**src/rtl/rdacc_pkg.sv**
```systemverilog
package rdacc_pkg;
    typedef enum logic [1:0] {
        S_NWAIT = 2'd0,
        S_NHOLD = 2'd1,
        S_FWAIT = 2'd2,
        S_FCHK  = 2'd3
    } rdacc_state_e;
endpackage

```
**src/rtl/rdacc_beat_cnt.sv**
```systemverilog
module rdacc_beat_cnt #(
    parameter int BURST_LEN = 4,
    localparam int CNT_W = (BURST_LEN > 1) ? $clog2(BURST_LEN) : 1
) (
    input  logic             clk,
    input  logic             rst,
    input  logic             inc,
    input  logic             clr,
    output logic [CNT_W-1:0] cnt,
    output logic             last
);
    logic [CNT_W-1:0] cnt_q;

    assign last = (cnt_q == CNT_W'(BURST_LEN - 1));
    assign cnt  = cnt_q;

    always_ff @(posedge clk) begin
        if (rst || clr) begin
            cnt_q <= '0;
        end else if (inc) begin
            cnt_q <= last ? '0 : cnt_q + 1'b1;
        end
    end


    cnt_range_chk: assert property (@(posedge clk) disable iff (rst)
        (32'(cnt_q) < BURST_LEN));


    cnt_clear_chk: assert property (@(posedge clk) disable iff (rst)
        clr |=> (cnt_q == '0));
endmodule

```
**src/rtl/rdacc_hold_reg.sv**
```systemverilog
module rdacc_hold_reg #(
    parameter int DATA_W = 32
) (
    input  logic              clk,
    input  logic              rst,
    input  logic              load,
    input  logic [DATA_W-1:0] d,
    output logic [DATA_W-1:0] q
);
    always_ff @(posedge clk) begin
        if (rst) begin
            q <= '0;
        end else if (load) begin
            q <= d;
        end
    end
endmodule

```
**src/rtl/rdacc_err_mon.sv**
```systemverilog
module rdacc_err_mon (
    input  logic clk,
    input  logic rst,
    input  logic set,
    output logic flag
);
    always_ff @(posedge clk) begin
        if (rst) begin
            flag <= 1'b0;
        end else if (set) begin
            flag <= 1'b1;
        end
    end


    err_sticky_chk: assert property (@(posedge clk) disable iff (rst)
        flag |=> flag);
endmodule

```
**src/rtl/rdacc_top.sv**
```systemverilog
module rdacc_top #(
    parameter int DATA_W    = 32,
    parameter int BURST_LEN = 4,
    localparam int CNT_W = (BURST_LEN > 1) ? $clog2(BURST_LEN) : 1
) (
    input  logic              clk,
    input  logic              hard_rst,
    input  logic              bus_ack,
    input  logic              bus_dretry,
    input  logic              bus_aretry,
    input  logic [DATA_W-1:0] bus_data,
    output logic              core_valid,
    output logic [DATA_W-1:0] core_data,
    output logic [CNT_W-1:0]  core_beat,
    output logic              burst_done,
    output logic              reissue_req,
    output logic              fast_mode,
    output logic              proto_err
);
    import rdacc_pkg::*;

    rdacc_state_e state_q, state_d;
    logic mode_q;
    logic fwd, cnt_inc, cnt_clr, hold_ld, reiss, err_set;
    logic [CNT_W-1:0] cnt;
    logic cnt_last;
    logic [DATA_W-1:0] held;

    // state register; the strap is sampled on every reset cycle
    always_ff @(posedge clk) begin
        if (hard_rst) begin
            mode_q  <= bus_dretry;
            state_q <= bus_dretry ? S_FWAIT : S_NWAIT;
        end else begin
            state_q <= state_d;
        end
    end

    // next-state and control decode
    always_comb begin
        state_d = state_q;
        fwd     = 1'b0;
        cnt_inc = 1'b0;
        cnt_clr = 1'b0;
        hold_ld = 1'b0;
        reiss   = 1'b0;
        err_set = 1'b0;
        unique case (state_q)
            S_NWAIT: begin
                if (bus_ack) begin
                    hold_ld = 1'b1;
                    state_d = S_NHOLD;
                end
            end
            S_NHOLD: begin
                if (bus_aretry) begin
                    reiss   = 1'b1;
                    cnt_clr = 1'b1;
                    state_d = S_NWAIT;
                end else begin
                    if (!bus_dretry) begin
                        fwd     = 1'b1;
                        cnt_inc = 1'b1;
                    end
                    if (bus_ack) begin
                        hold_ld = 1'b1;
                        state_d = S_NHOLD;
                    end else begin
                        state_d = S_NWAIT;
                    end
                end
            end
            S_FWAIT: begin
                err_set = bus_dretry;
                if (bus_aretry) begin
                    reiss   = 1'b1;
                    cnt_clr = 1'b1;
                end else if (bus_ack) begin
                    fwd     = 1'b1;
                    cnt_inc = 1'b1;
                    if (cnt == '0) begin
                        state_d = S_FCHK;
                    end
                end
            end
            S_FCHK: begin
                err_set = bus_dretry || bus_aretry;
                if (bus_ack) begin
                    fwd     = 1'b1;
                    cnt_inc = 1'b1;
                end
                state_d = S_FWAIT;
            end
            default: state_d = S_NWAIT;
        endcase
    end

    // outputs
    always_comb begin
        core_valid  = fwd;
        core_data   = mode_q ? bus_data : held;
        core_beat   = cnt;
        burst_done  = fwd && cnt_last;
        reissue_req = reiss;
        fast_mode   = mode_q;
    end

    rdacc_beat_cnt #(.BURST_LEN(BURST_LEN)) u_cnt (
        .clk  (clk),
        .rst  (hard_rst),
        .inc  (cnt_inc),
        .clr  (cnt_clr),
        .cnt  (cnt),
        .last (cnt_last)
    );

    rdacc_hold_reg #(.DATA_W(DATA_W)) u_hold (
        .clk  (clk),
        .rst  (hard_rst),
        .load (hold_ld),
        .d    (bus_data),
        .q    (held)
    );

    rdacc_err_mon u_err (
        .clk  (clk),
        .rst  (hard_rst),
        .set  (err_set),
        .flag (proto_err)
    );


    held_beat_chk: assert property (@(posedge clk) disable iff (hard_rst)
        (!fast_mode && core_valid) |-> $past(bus_ack));


    fast_same_cycle_chk: assert property (@(posedge clk) disable iff (hard_rst)
        (fast_mode && core_valid) |-> bus_ack);


    dretry_flag_chk: assert property (@(posedge clk) disable iff (hard_rst)
        (fast_mode && bus_dretry) |=> proto_err);


    done_last_chk: assert property (@(posedge clk) disable iff (hard_rst)
        burst_done |-> (core_valid && core_beat == CNT_W'(BURST_LEN - 1)));


    reissue_zero_chk: assert property (@(posedge clk) disable iff (hard_rst)
        reissue_req |=> (core_beat == '0));


    mode_hold_chk: assert property (@(posedge clk) disable iff (hard_rst)
        !$past(hard_rst) |-> $stable(fast_mode));


    normal_no_err_chk: assert property (@(posedge clk) disable iff (hard_rst)
        !fast_mode |-> !proto_err);
endmodule

```
**config.mk**
```make
export PLATFORM = sky130hd
export DESIGN_NAME = rdacc_top
export DESIGN_NICKNAME = d
export VERILOG_FILES = /design/src/rtl/rdacc_pkg.sv /design/src/rtl/rdacc_beat_cnt.sv /design/src/rtl/rdacc_hold_reg.sv /design/src/rtl/rdacc_err_mon.sv /design/src/rtl/rdacc_top.sv
export SDC_FILE = /design/constraint.sdc
export NUM_CORES = 1
export LEC_CHECK = 0
export BUFFER_PORTS_ARGS = -buffer_cell sky130_fd_sc_hd__buf_2
export CAP_MARGIN = 25
export CORE_UTILIZATION = 49
export DETAILED_ROUTE_END_ITERATION = 10
export PLACE_DENSITY = 0.8
export SETUP_SLACK_MARGIN = 0.15
export SYNTH_ARGS = -nofsm -noshare
export SYNTH_HDL_FRONTEND = slang
export SYNTH_SLANG_ARGS = --single-unit
export TNS_END_PERCENT = 50
```
**constraint.sdc**
```tcl
create_clock -name clk -period 2.1 [get_ports clk]
set_clock_uncertainty 0.2 [all_clocks]
set_input_delay 0.21 -clock clk [delete_from_list [all_inputs] [get_ports clk]]
set_output_delay 0.21 -clock clk [all_outputs]
set_load 0.02 [all_outputs]
```
# Word-level counts from Yosys, hierarchy flattened
# Index checks and enable logic that the tools add are counted.
# word_totals
ff_bits	38
latchBits	0
ramBits	0
rom_bits	0
in_bits	37
n_memories	0
# op_classes
addsub	1
multipliers	0
div	0
n_lt_le_gt_ge	0
n_eq_ne	8
shifts	0
muxes	20
n_bitwise	0
n_reduce_logical	7
# op_table
op	n
32-bit two-way mux	1
2-bit two-way mux	7
3-bit inequality test, second input constant	4
1-bit two-way mux	8
2-bit one-hot mux with 4 select lines	1
2-bit == test, second input constant	3
2-bit zero test	2
1-bit one-hot mux with 2 select lines	2
4-bit AND reduction	1
1-bit one-hot mux with 3 select lines	1
2-bit by 1-bit adder with 2-bit output, second input constant	1
2-bit by 1-bit == test with 1-bit output, second input constant	1
1-bit logical OR	2
2-bit OR reduction	1
1-bit logical AND	1

# Longest topological paths before layout
# Gate-level depths: netlist of the first run.
# depth
depth_word	6
ltp_mapped	7
mapped_depth_nobuf	6

# By module
# A second synthesis of the first run with hierarchy kept.
# unflattened
hier_cells	181
area_unflattened_um2	2110.8
# modules_own_cells
module	n_inst	cells_per_inst	area_per_inst_um2	seq_area_each_um2
rdacc_hold_reg	1	103	1163.6	640.6
rdacc_top	1	68	822.0	90.1
rdacc_beat_cnt	1	8	95.1	40.0
rdacc_err_mon	1	2	30.0	20.0

# Worst setup path after synthesis of the first run
# OpenSTA, ideal clock, no wires.
# synth_path
kind	reg2out
startpoint	reg state_q[0]
endpoint	out burst_done
t_arrival_ns	1.557
slack_ns	0.133
path_stages_with_launch	6
n_path_buf	0
cell_sequence	edfxtp_1 -> inv_1 -> ha_1 -> nand2b_1 -> o2bb2ai_2 -> and2_1
# synth_between
elab_chain_len	3
# synth_rtl
item	line	source
start: declaration	rdacc_top.sv:22	rdacc_state_e state_q, state_d;
start signal: assignment	rdacc_top.sv:33	state_q <= bus_dretry ? S_FWAIT : S_NWAIT;
start signal: assignment	rdacc_top.sv:35	state_q <= state_d;
2-bit == test or 2-bit by 1-bit == test with 1-bit output (tied branches)	rdacc_top.sv:48	unique case (state_q)
1-bit one-hot mux with 3 select lines *	rdacc_top.sv:48	
via core_valid	rdacc_top.sv:12	output logic core_valid,
1-bit logical AND *	rdacc_top.sv:103	burst_done = fwd && cnt_last;
end: declaration	rdacc_top.sv:15	output logic burst_done,
# Mark *: on every way through the listed nets, which the timed path passes. The rest lies on a longest branch.

# Worst setup path in the final report of the first run
# layout_path
startpoint	reg state_q[0]
endpoint	out burst_done
# layout_between
elab_chain_len	3
# layout_rtl
item	line
2-bit == test or 2-bit by 1-bit == test with 1-bit output (tied branches)	rdacc_top.sv:48
1-bit one-hot mux with 3 select lines *	rdacc_top.sv:48
1-bit logical AND *	rdacc_top.sv:103
# Every way passes the cells marked *; elsewhere a longest branch is shown, timed or not.

==> results.yml, run 1 <==
status:
  status: "completed"
clock_network:
  clock_latency_ps: 290
  cts-buffers-inserted: 5
  clock-root-buffer: "clkbuf_8"
  cts_tree: "yes"
  cts_max_level: 2
  clkSlewWorstSetupHoldPaths_ps: 70
  ctsLongestPathBuffers: 2
  clkSinkCount: 38
placed_design:
  dp_hpwl_mm: 2.84
  place.gp.congestion: 0.724
  place_area_mm2: 0.00240
  portBuffers: 75
sta:
  finalSetupTns_ps: 0
  fmax_mhz: 495
  post-route-min-period_ps: 2020
  hold_viol_final: 0
  tightest_slew_ps: 430
  finalSetupViolCount: 0
  finalCritPeriodShare_pct: 96.2
  slew-limit-headroom_pct: 71.3
  slew_viol_final: 0
  rsz0062_at_grt: "yes"
synth:
  yosysWarnings: 0
  synth_area_mm2: 0.00200
  synth.avg_cell_area_um2: 8.93
  yosysTopAreaCell: "dfxtp_1"
  synth_top_area_share_pct: 35.0
  ys_types: 24
  synth_fp_nets: 267
  seq_area_frac_synth_pct: 39.5
  synth-seq-cells: 38
  synth_area_leaders: "dfxtp_1 35%, mux2_2 17%, nand2_1 13%"
  synth_cells: 224
critical_path:
  rrSetupSlack_ps: 150
  rr_worst_depth: 7
  cp.depth: 6
  arrival_ps: 1610
  slowest_stage: "edfxtp_1"
  cp-end-kind: "primary output"
  crit-reg2reg-launch: "state_q[1]"
  path_class: "register to primary output"
  rr_endpoint: "u_hold.q[14]"
  critPathMaxStageDelay_ps: 470
  crit_chain: "buf_6, ha_4, nor2b_4, o2bb2ai_4, and2_4, buf_6"
  crit_end: "burst_done"
  critical_path_required_ps: 1690
  crit_path_start_kind: "register"
  crit_fanout: 4
  cp.buffers_inverters: 2
  crit_start: "state_q[0]"
  crit_family: "flip-flops"
  cp_common_cell: "buf_6"
route:
  wire_per_inst_um: 13.2
  finalWirelength_mm: 5.12
  first_iter_violations: 80
  drc_errors: 0
  postRouteAntennaNets: 0
  via_per_inst: 4.99
  vias: 1936
  dr.pass1.iters: 4
cells_and_area:
  num_antenna_cells: 0
  final_cell_mix: "74 x buf_2, 69 x nand2_1, 35 x dfxtp_1, 33 x dlygate4sd3_1, 30 x mux2_2"
  stdcell_area_mm2: 0.00298
  final_common_cell: "buf_2"
  syn2layout_area_growth_pct: 49.1
  layout-drive-gt1-share_pct: 45.3
  fin_nets: 382
grt:
  grt_pass1_vias: 1821
  grt_max_degree: 33
  grt_use_met2_pct: 45.0
  grtUsageMet3_pct: 6.55
  busiest_layer: "met2"
  grt_util_met1_pct: 27.6
  grtUsageTotal_pct: 24.9
  antenna_found_initial: 0
  grt_pass1_wl_mm: 8.15
  grt_overflow: 0
hold_path:
  min_delay_path_depth: 2
  hp-start: "hard_rst"
  min_path_type: "input port to register"
power_and_ir_drop:
  ir_worst_vdd_uv: 677
  power_density_mw_per_mm2: 932
  p_leak_nw: 1.31
floorplan:
  start_util_pct: 52.6
  dieArea_mm2: 0.00434
  num_io_pins: 76
  die_h_um: 65.9
  fp-row-count: 22
  coreArea_mm2: 0.00380
  dieWidth_um: 65.9
job:
  cap_violations: 0
==> repair_timing <==
action / 4_1_cts / 5_1_grt
endpoints found under the hold margin: 33 / 0
endpoints found under the setup margin: 2 / 64
pin swaps: 5 / 4
hold buffers: 33 / 0
setup buffers: 8 / 2
gates resized for setup: 17 / 1
==> layout make-up <==
type,count,area [µm²]
Fill cell,272,818
Inverter,6,22.5
Clock buffer,8,101
Tap cell,48,60.1
Sequential cell,38,791
Multi-Input combinational cell,166,1170
Timing Repair Buffer,122,837
==> cell families after synthesis <==
logic type	after synthesis	synth area share [%]
DFF	38	39.5
adders and majority gates	6	3.75
AOI/OAI and AO/OA	42	15.0
muxes	34	19.0
buffers and inverters	20	5.82
and+or+nand+nor	84	16.8
==> registers in the layout, summed over array words and instances (netlist names) <==
signal	flops
state_q	2
u_hold.q	32
u_err.flag	1
u_cnt.cnt	2
fast_mode	1
==> power by group <==
part | switching (mW) | leakage (nW) | internal (mW)
logic | 0.688 | 0.941 | 0.578
registers | 0.0852 | 0.318 | 0.868
clock network | 0.252 | 0.0506 | 0.307
total | 1.02 | 1.31 | 1.75
==> how the worst min path moves through the flow <==
stage / endpoint / slack [ps]
detailed placement: u_hold.q[24] / 250
floorplan: fast_mode / 110
global route: u_hold.q[2] / 150
finish: u_err.flag / 120
CTS: u_err.flag / 120
global placement: u_hold.q[0] / 240
==> routing by layer <==
layer / part of all wire, % / vias to the layer above
met5: 0 / -
met2: 50 / 64
met3: 5.9 / 7
met4: 1.2 / 0
met1: 43 / 892
li1: - / 973
==> through the flow <==
stage                     power [mW]  utilization, %  cells  hold WS (ps)  setup WS, ps
after detailed placement        1.96            63.1    337           248           179
after floorplan                 1.74               -    224           109           221
after global routing            2.96            78.5    388           146          35.4
final                           2.78            78.5    388           123          78.8
after global placement          1.93            63.1    337           238           234
after CTS                       2.74            78.0    386           121           108
==> synthesized netlist by cell type <==
cell type and n:
mux2i_1 2, a21oi_1 21, and2_1 2, buf_6 3, ha_1 6, o21ai_4 1, a21oi_2 15, o31ai_1 1
nand3_1 1, buf_4 3, clkbuf_1 2, buf_2 6, dfxtp_1 35, nor2_1 9, nand2_1 69, o21ai_0 2
o2bb2ai_2 1, edfxtp_1 3, inv_1 6, nor2b_4 1, nand2b_1 2, mux2_1 2, o21a_4 1, mux2_2 30
(Power assumes the default switching activity.)
==> run 2, diff against run 1 <==
==> constraint.sdc (replaced) <==
create_clock -name clk -period 2.1 [get_ports clk]
set_clock_uncertainty 0.2 [all_clocks]
set_input_delay 0.42 -clock clk [delete_from_list [all_inputs] [get_ports clk]]
set_output_delay 0.42 -clock clk [all_outputs]
set_load 0.02 [all_outputs]
==> run 2 against run 1 <==
Compared with the run above: the run now ends with setup timing left; non-clock buffer count fell by 35; final area grew 0.21%; register-to-register slack lost 110 ps; global-route usage is 1.5 points lower; sequential share of layout area fell by 0.056 points; first-iteration DRC count fell by 7.5%; clock-buffer cell count did not move; critical endpoint unchanged.
==> results.yml, run 2 (synthesis gave the netlist of run 1 again) <==
status:
  status: "finished with violations"
  violations: "setup timing"
placed_design:
  place.gp.congestion: 0.745
  place_area_mm2: 0.00242
  portBuffers: 75
  dp_hpwl_mm: 2.84
  post-place-cells: 341
  dp_slack_ps: 66.1
floorplan:
  dieWidth_um: 65.9
  die_h_um: 65.9
  start_util_pct: 52.6
  coreArea_mm2: 0.00380
  dieArea_mm2: 0.00434
  fp-row-count: 22
  num_io_pins: 76
clock_network:
  ctsLongestPathBuffers: 2
  cts_max_level: 2
  clock-root-buffer: "clkbuf_8"
  clock_latency_ps: 280
  cts_tree: "yes"
  clkSinkCount: 38
  cts_hold_buf: 0
  clkSlewWorstSetupHoldPaths_ps: 80
  cts-buffers-inserted: 5
route:
  vias: 1815
  drc_errors: 0
  via_per_inst: 5.14
  postRouteAntennaNets: 0
  dr.pass1.iters: 4
  first_iter_violations: 74
  wire_per_inst_um: 13.5
  finalWirelength_mm: 4.77
cells_and_area:
  final_cell_mix: "69 x nand2_1, 40 x buf_2, 36 x buf_6, 35 x dfxtp_1, 32 x mux2_4"
  syn2layout_area_growth_pct: 49.4
  layout-drive-gt1-share_pct: 51.5
  multi_input_area_mm2: 0.00129
  utilization_pct: 78.6
  num_antenna_cells: 0
  largest_register_ffs: 32
  final_common_cell: "nand2_1"
  stdcell_area_mm2: 0.00299
  fin_nets: 347
  n_fill_cell: 249
  regMostFlops: "u_hold.q"
  register_area_um2: 791
  final_cells: 353
job:
  cap_violations: 0
sta:
  hold_viol_final: 0
  hold_ws_ps: 170
  fmax_mhz: 449
  finalSetupViolCount: 2
  slew-limit-headroom_pct: 75.4
  slew_viol_final: 0
  finalSetupTns_ps: -228
  worst_slack_ps: -129
  finalCritPeriodShare_pct: 106
  tightest_slew_ps: 370
  rsz0062_at_grt: "yes"
  post-route-min-period_ps: 2230
critical_path:
  crit_path_start_kind: "register"
  cp-end-kind: "primary output"
  crit_fanout: 4
  critical_path_required_ps: 1480
  arrival_ps: 1610
  path_class: "register to primary output"
grt:
  grt_pass1_vias: 1757
  grtUsageTotal_pct: 23.4
  grt_pass1_wl_mm: 7.83
  grt_max_degree: 33
  antenna_found_initial: 0
  grt_overflow: 0
power_and_ir_drop:
  ir_worst_vdd_uv: 638
  power_density_mw_per_mm2: 977
  p_leak_nw: 1.33
  p_total_mw: 2.92
hold_path:
  min_path_type: "input port to register"
==> run 2: cell types whose count changed in the layout (fill, tap and decap cells not counted), sizes merged <==
cell,delta
dlygate4sd3,-33
buf,-2
==> run 2: final timing paths <==
check,cells past startpoint,slack [ps],start,end
worst min register to register,2,260,u_hold.q[7],u_hold.q[7]
worst max register to register,8,40,state_q[1],u_hold.q[15]
worst max-delay path,6,-130,state_q[1],burst_done
worst min-delay path,3,170,bus_data[26],u_hold.q[26]
==> run 2: power breakdown <==
part | internal (mW) | switching, mW | total [mW]
combinational | 0.670 | 0.700 | 1.37
clock | 0.339 | 0.253 | 0.592
sequential | 0.868 | 0.0869 | 0.955
==> run 2: worst max-delay path, cell delays in order, from the launching register on <==
cell       delay, ps
edfxtp_1         500
inv_2            140
ha_4             130
nor2b_4          160
o2bb2ai_4        130
and2_4           160
buf_6            100
==> run 2: final cells by class <==
cell class / count / area share (%)
clock buffer: 8 / 3.73
inverter: 6 / 0.754
timing repair buffer: 87 / 23.9
sequential: 38 / 26.5
tap: 48 / 2.01
multi-input combinational: 166 / 43.2
==> run 2: metal layers <==
| metal | vias to the layer above | global-route usage, % | wire length, µm |
|---|---|---|---|
| li1 | 899 | - | - |
| met1 | 861 | 26.1 | 2080 |
| met2 | 49 | 43.1 | 2440 |
| met3 | 6 | 5.52 | 211 |
| met4 | 0 | 7.34 | 37 |
| met5 | - | 0 | 0 |
==> run 2: repair_timing <==
action	4_1_cts	5_1_grt
buffers inserted	2	2
gates resized for setup	114	8
endpoints found under the setup margin	35	63
endpoints found under the hold margin	0	0
pin swaps	1	2
==> run 3, diff against run 2 <==
ABC_CLOCK_PERIOD_IN_PS = 2100   (was not set)
CELL_PAD_IN_SITES_DETAIL_PLACEMENT = 1   (was not set)
CELL_PAD_IN_SITES_GLOBAL_PLACEMENT = 1   (was not set)
CORE_UTILIZATION = 38   (was 49)
PLACE_DENSITY = not set   (was 0.8)
PLACE_DENSITY_LB_ADDON = 0.1   (was not set)
SYNTH_HIERARCHICAL = 1   (was not set)
==> run 3 against run 2 <==
Compared with the run above: the run still ends with setup timing left; final cell count shrank 2.5%; die area grew 35%; global-route usage shrank 5.8 points; total power grew 1.2%; clock-buffer cell count shrank 2; worst hold slack lost 13 ps.
==> results.yml, run 3 <==
critical_path:
  crit_fanout: 3
  slowest_stage: "edfxtp_1"
  cp-end-kind: "primary output"
  path_class: "register to primary output"
  crit_path_start_kind: "register"
  critPathMaxStageDelay_ps: 450
  arrival_ps: 1530
  crit_family: "flip-flops"
  critical_path_required_ps: 1480
  crit_chain: "buf_6, ha_4, a22oi_2, o21ai_1, buf_4"
  cp.buffers_inverters: 2
cells_and_area:
  fin_nets: 315
  multi_input_area_mm2: 0.00124
  register_area_um2: 791
  regMostFlops: "u_hold/q"
  final_cell_mix: "40 x buf_6, 39 x buf_2, 36 x nor2_1, 35 x dfxtp_1"
  layout-drive-gt1-share_pct: 55.1
  largest_register_ffs: 32
  n_fill_cell: 580
  syn2layout_area_growth_pct: 46.4
  final_common_cell: "buf_6"
  num_antenna_cells: 0
  final_cells: 344
synth:
  synthArstFlopShare_pct: 0
  yosysTopAreaCell: "dfxtp_1"
  synth.avg_cell_area_um2: 11.7
  synth_xor_area_share_pct: 0
  synth_top_area_share_pct: 33.2
  ys_types: 28
  seq_area_frac_synth_pct: 37.5
  synth_edf_count: 3
  synthAdderAreaFrac_pct: 2.96
  yosysMostFrequentCell: "nor2_1"
  synth_cells: 181
  synth-seq-cells: 38
  synth_common_cells: "36 x nor2_1, 35 x dfxtp_1, 33 x mux2i_1"
  synth_compound_area_share_pct: 4.03
  muxShareOfSynthArea_pct: 38.1
  synth_fp_nets: 223
  synth_area_leaders: "dfxtp_1 33%, mux2_4 21%, mux2i_1 16%"
  synthFlopType: "dfxtp_1"
  yosysWarnings: 6
  synth_area_mm2: 0.00211
  yosys.area_share.simple_pct: 9.48
  synth_top_family_by_area: "multiplexers"
hold_path:
  min_path_type: "input port to register"
grt:
  grt_pass1_vias: 1746
  grtUsageTotal_pct: 17.6
  grt_overflow: 0
  antenna_found_initial: 0
  grt_pass1_wl_mm: 8.20
  grt_max_degree: 25
sta:
  slew-limit-headroom_pct: 68.3
  worst_slack_ps: -48.3
  hold_ws_ps: 157
  finalSetupViolCount: 3
  hold_viol_final: 0
  tightest_slew_ps: 475
  slew_viol_final: 0
  fmax_mhz: 465
  finalCritPeriodShare_pct: 102
  post-route-min-period_ps: 2150
  finalSetupTns_ps: -76.6
  rsz0062_at_grt: "yes"
power_and_ir_drop:
  p_leak_nw: 1.42
  ir_worst_vdd_uv: 561
  power_density_mw_per_mm2: 956
floorplan:
  dieArea_mm2: 0.00586
  start_util_pct: 40.3
  coreArea_mm2: 0.00524
  die_h_um: 76.5
  fp-row-count: 26
  num_io_pins: 76
  dieWidth_um: 76.5
placed_design:
  portBuffers: 75
  place.gp.congestion: 0.799
  post-place-cells: 321
  dp_hpwl_mm: 3.32
route:
  postRouteAntennaNets: 0
  via_per_inst: 4.76
  wire_per_inst_um: 14.6
  drc_errors: 0
  finalWirelength_mm: 5.03
  first_iter_violations: 37
  vias: 1638
  dr.pass1.iters: 4
job:
  cap_violations: 0
clock_network:
  clkSlewWorstSetupHoldPaths_ps: 70
  cts_tree: "yes"
  clock_latency_ps: 290
  clkSinkCount: 38
  cts-buffers-inserted: 5
  ctsLongestPathBuffers: 2
  cts_max_level: 2
  clock-root-buffer: "clkbuf_8"
status:
  status: "finished with violations"
  violations: "setup timing"
## run 3: cell count changes after synthesis, sizes merged, moves of 4 or more
cell / change
buf: -4
mux2i: +31
nand2: -68
nor2: +27
a21oi: -31
## run 3: report_power, final
| part | internal, mW | total (mW) | switching (mW) |
|---|---|---|---|
| Combinational | 0.815 | 1.48 | 0.667 |
| Sequential | 0.863 | 0.942 | 0.0781 |
| Clock | 0.265 | 0.530 | 0.265 |
## run 3: area by class of cell
type / instances / share of cell area [%]
Sequential cell: 38 / 25.6
Clock inverter: 2 / 0.365
Tap cell: 70 / 2.84
Inverter: 4 / 0.486
Timing Repair Buffer: 96 / 27.9
Multi-Input combinational cell: 128 / 40.2
Clock buffer: 6 / 2.67
## run 3: kinds of logic (layout without fill, tap and decap cells)
kind of cell	after synthesis	after routing
multiplexers	65	65
AND/OR/NAND/NOR	46	46
AO/OA/AOI/OAI	12	12
adder cells (fa/ha/maj)	5	5
flip-flops	38	38
buffers and inverters	15	108
## run 3: worst paths after layout
path,startpoint,end,slack (ps),cells after the start
setup / recovery,state_q[1],burst_done,-50,5
hold / removal,bus_dretry,fast_mode,160,1
setup reg to reg,state_q[1],u_cnt/cnt[0],30,7
hold reg to reg,u_err/flag,u_err/flag,280,1
## run 3: stage by stage
| step | cell area [µm²] | total power, mW | worst slack [ps] | utilization, % |
|---|---|---|---|---|
| 2_1_floorplan | 2120 | 1.83 | 76.2 | - |
| 3_3_place_gp | 2520 | 2.02 | 147 | 48.1 |
| 3_5_place_dp | 2520 | 2.04 | 39.8 | 48.1 |
| 4_1_cts | 2930 | 2.85 | -62.0 | 55.9 |
| 5_1_grt | 3090 | 3.12 | -116 | 59.0 |
| 6_report | 3090 | 2.95 | -48.3 | 59.0 |
## run 3: routing by layer
layer / track usage, % / wire, µm / vias to the layer above
li1: - / - / 807
met1: 20.5 / 2170 / 777
met2: 31.4 / 2580 / 48
met3: 3.59 / 214 / 6
met4: 6.92 / 67 / 0
met5: 0 / 0 / -
## run 3: what timing repair did
item,4_1_cts,5_1_grt
gates resized for setup,63,35
hold buffers,0,0
buffers inserted,11,2
endpoints found under the setup margin,37,38
gates cloned,1,1
pin swaps,4,6
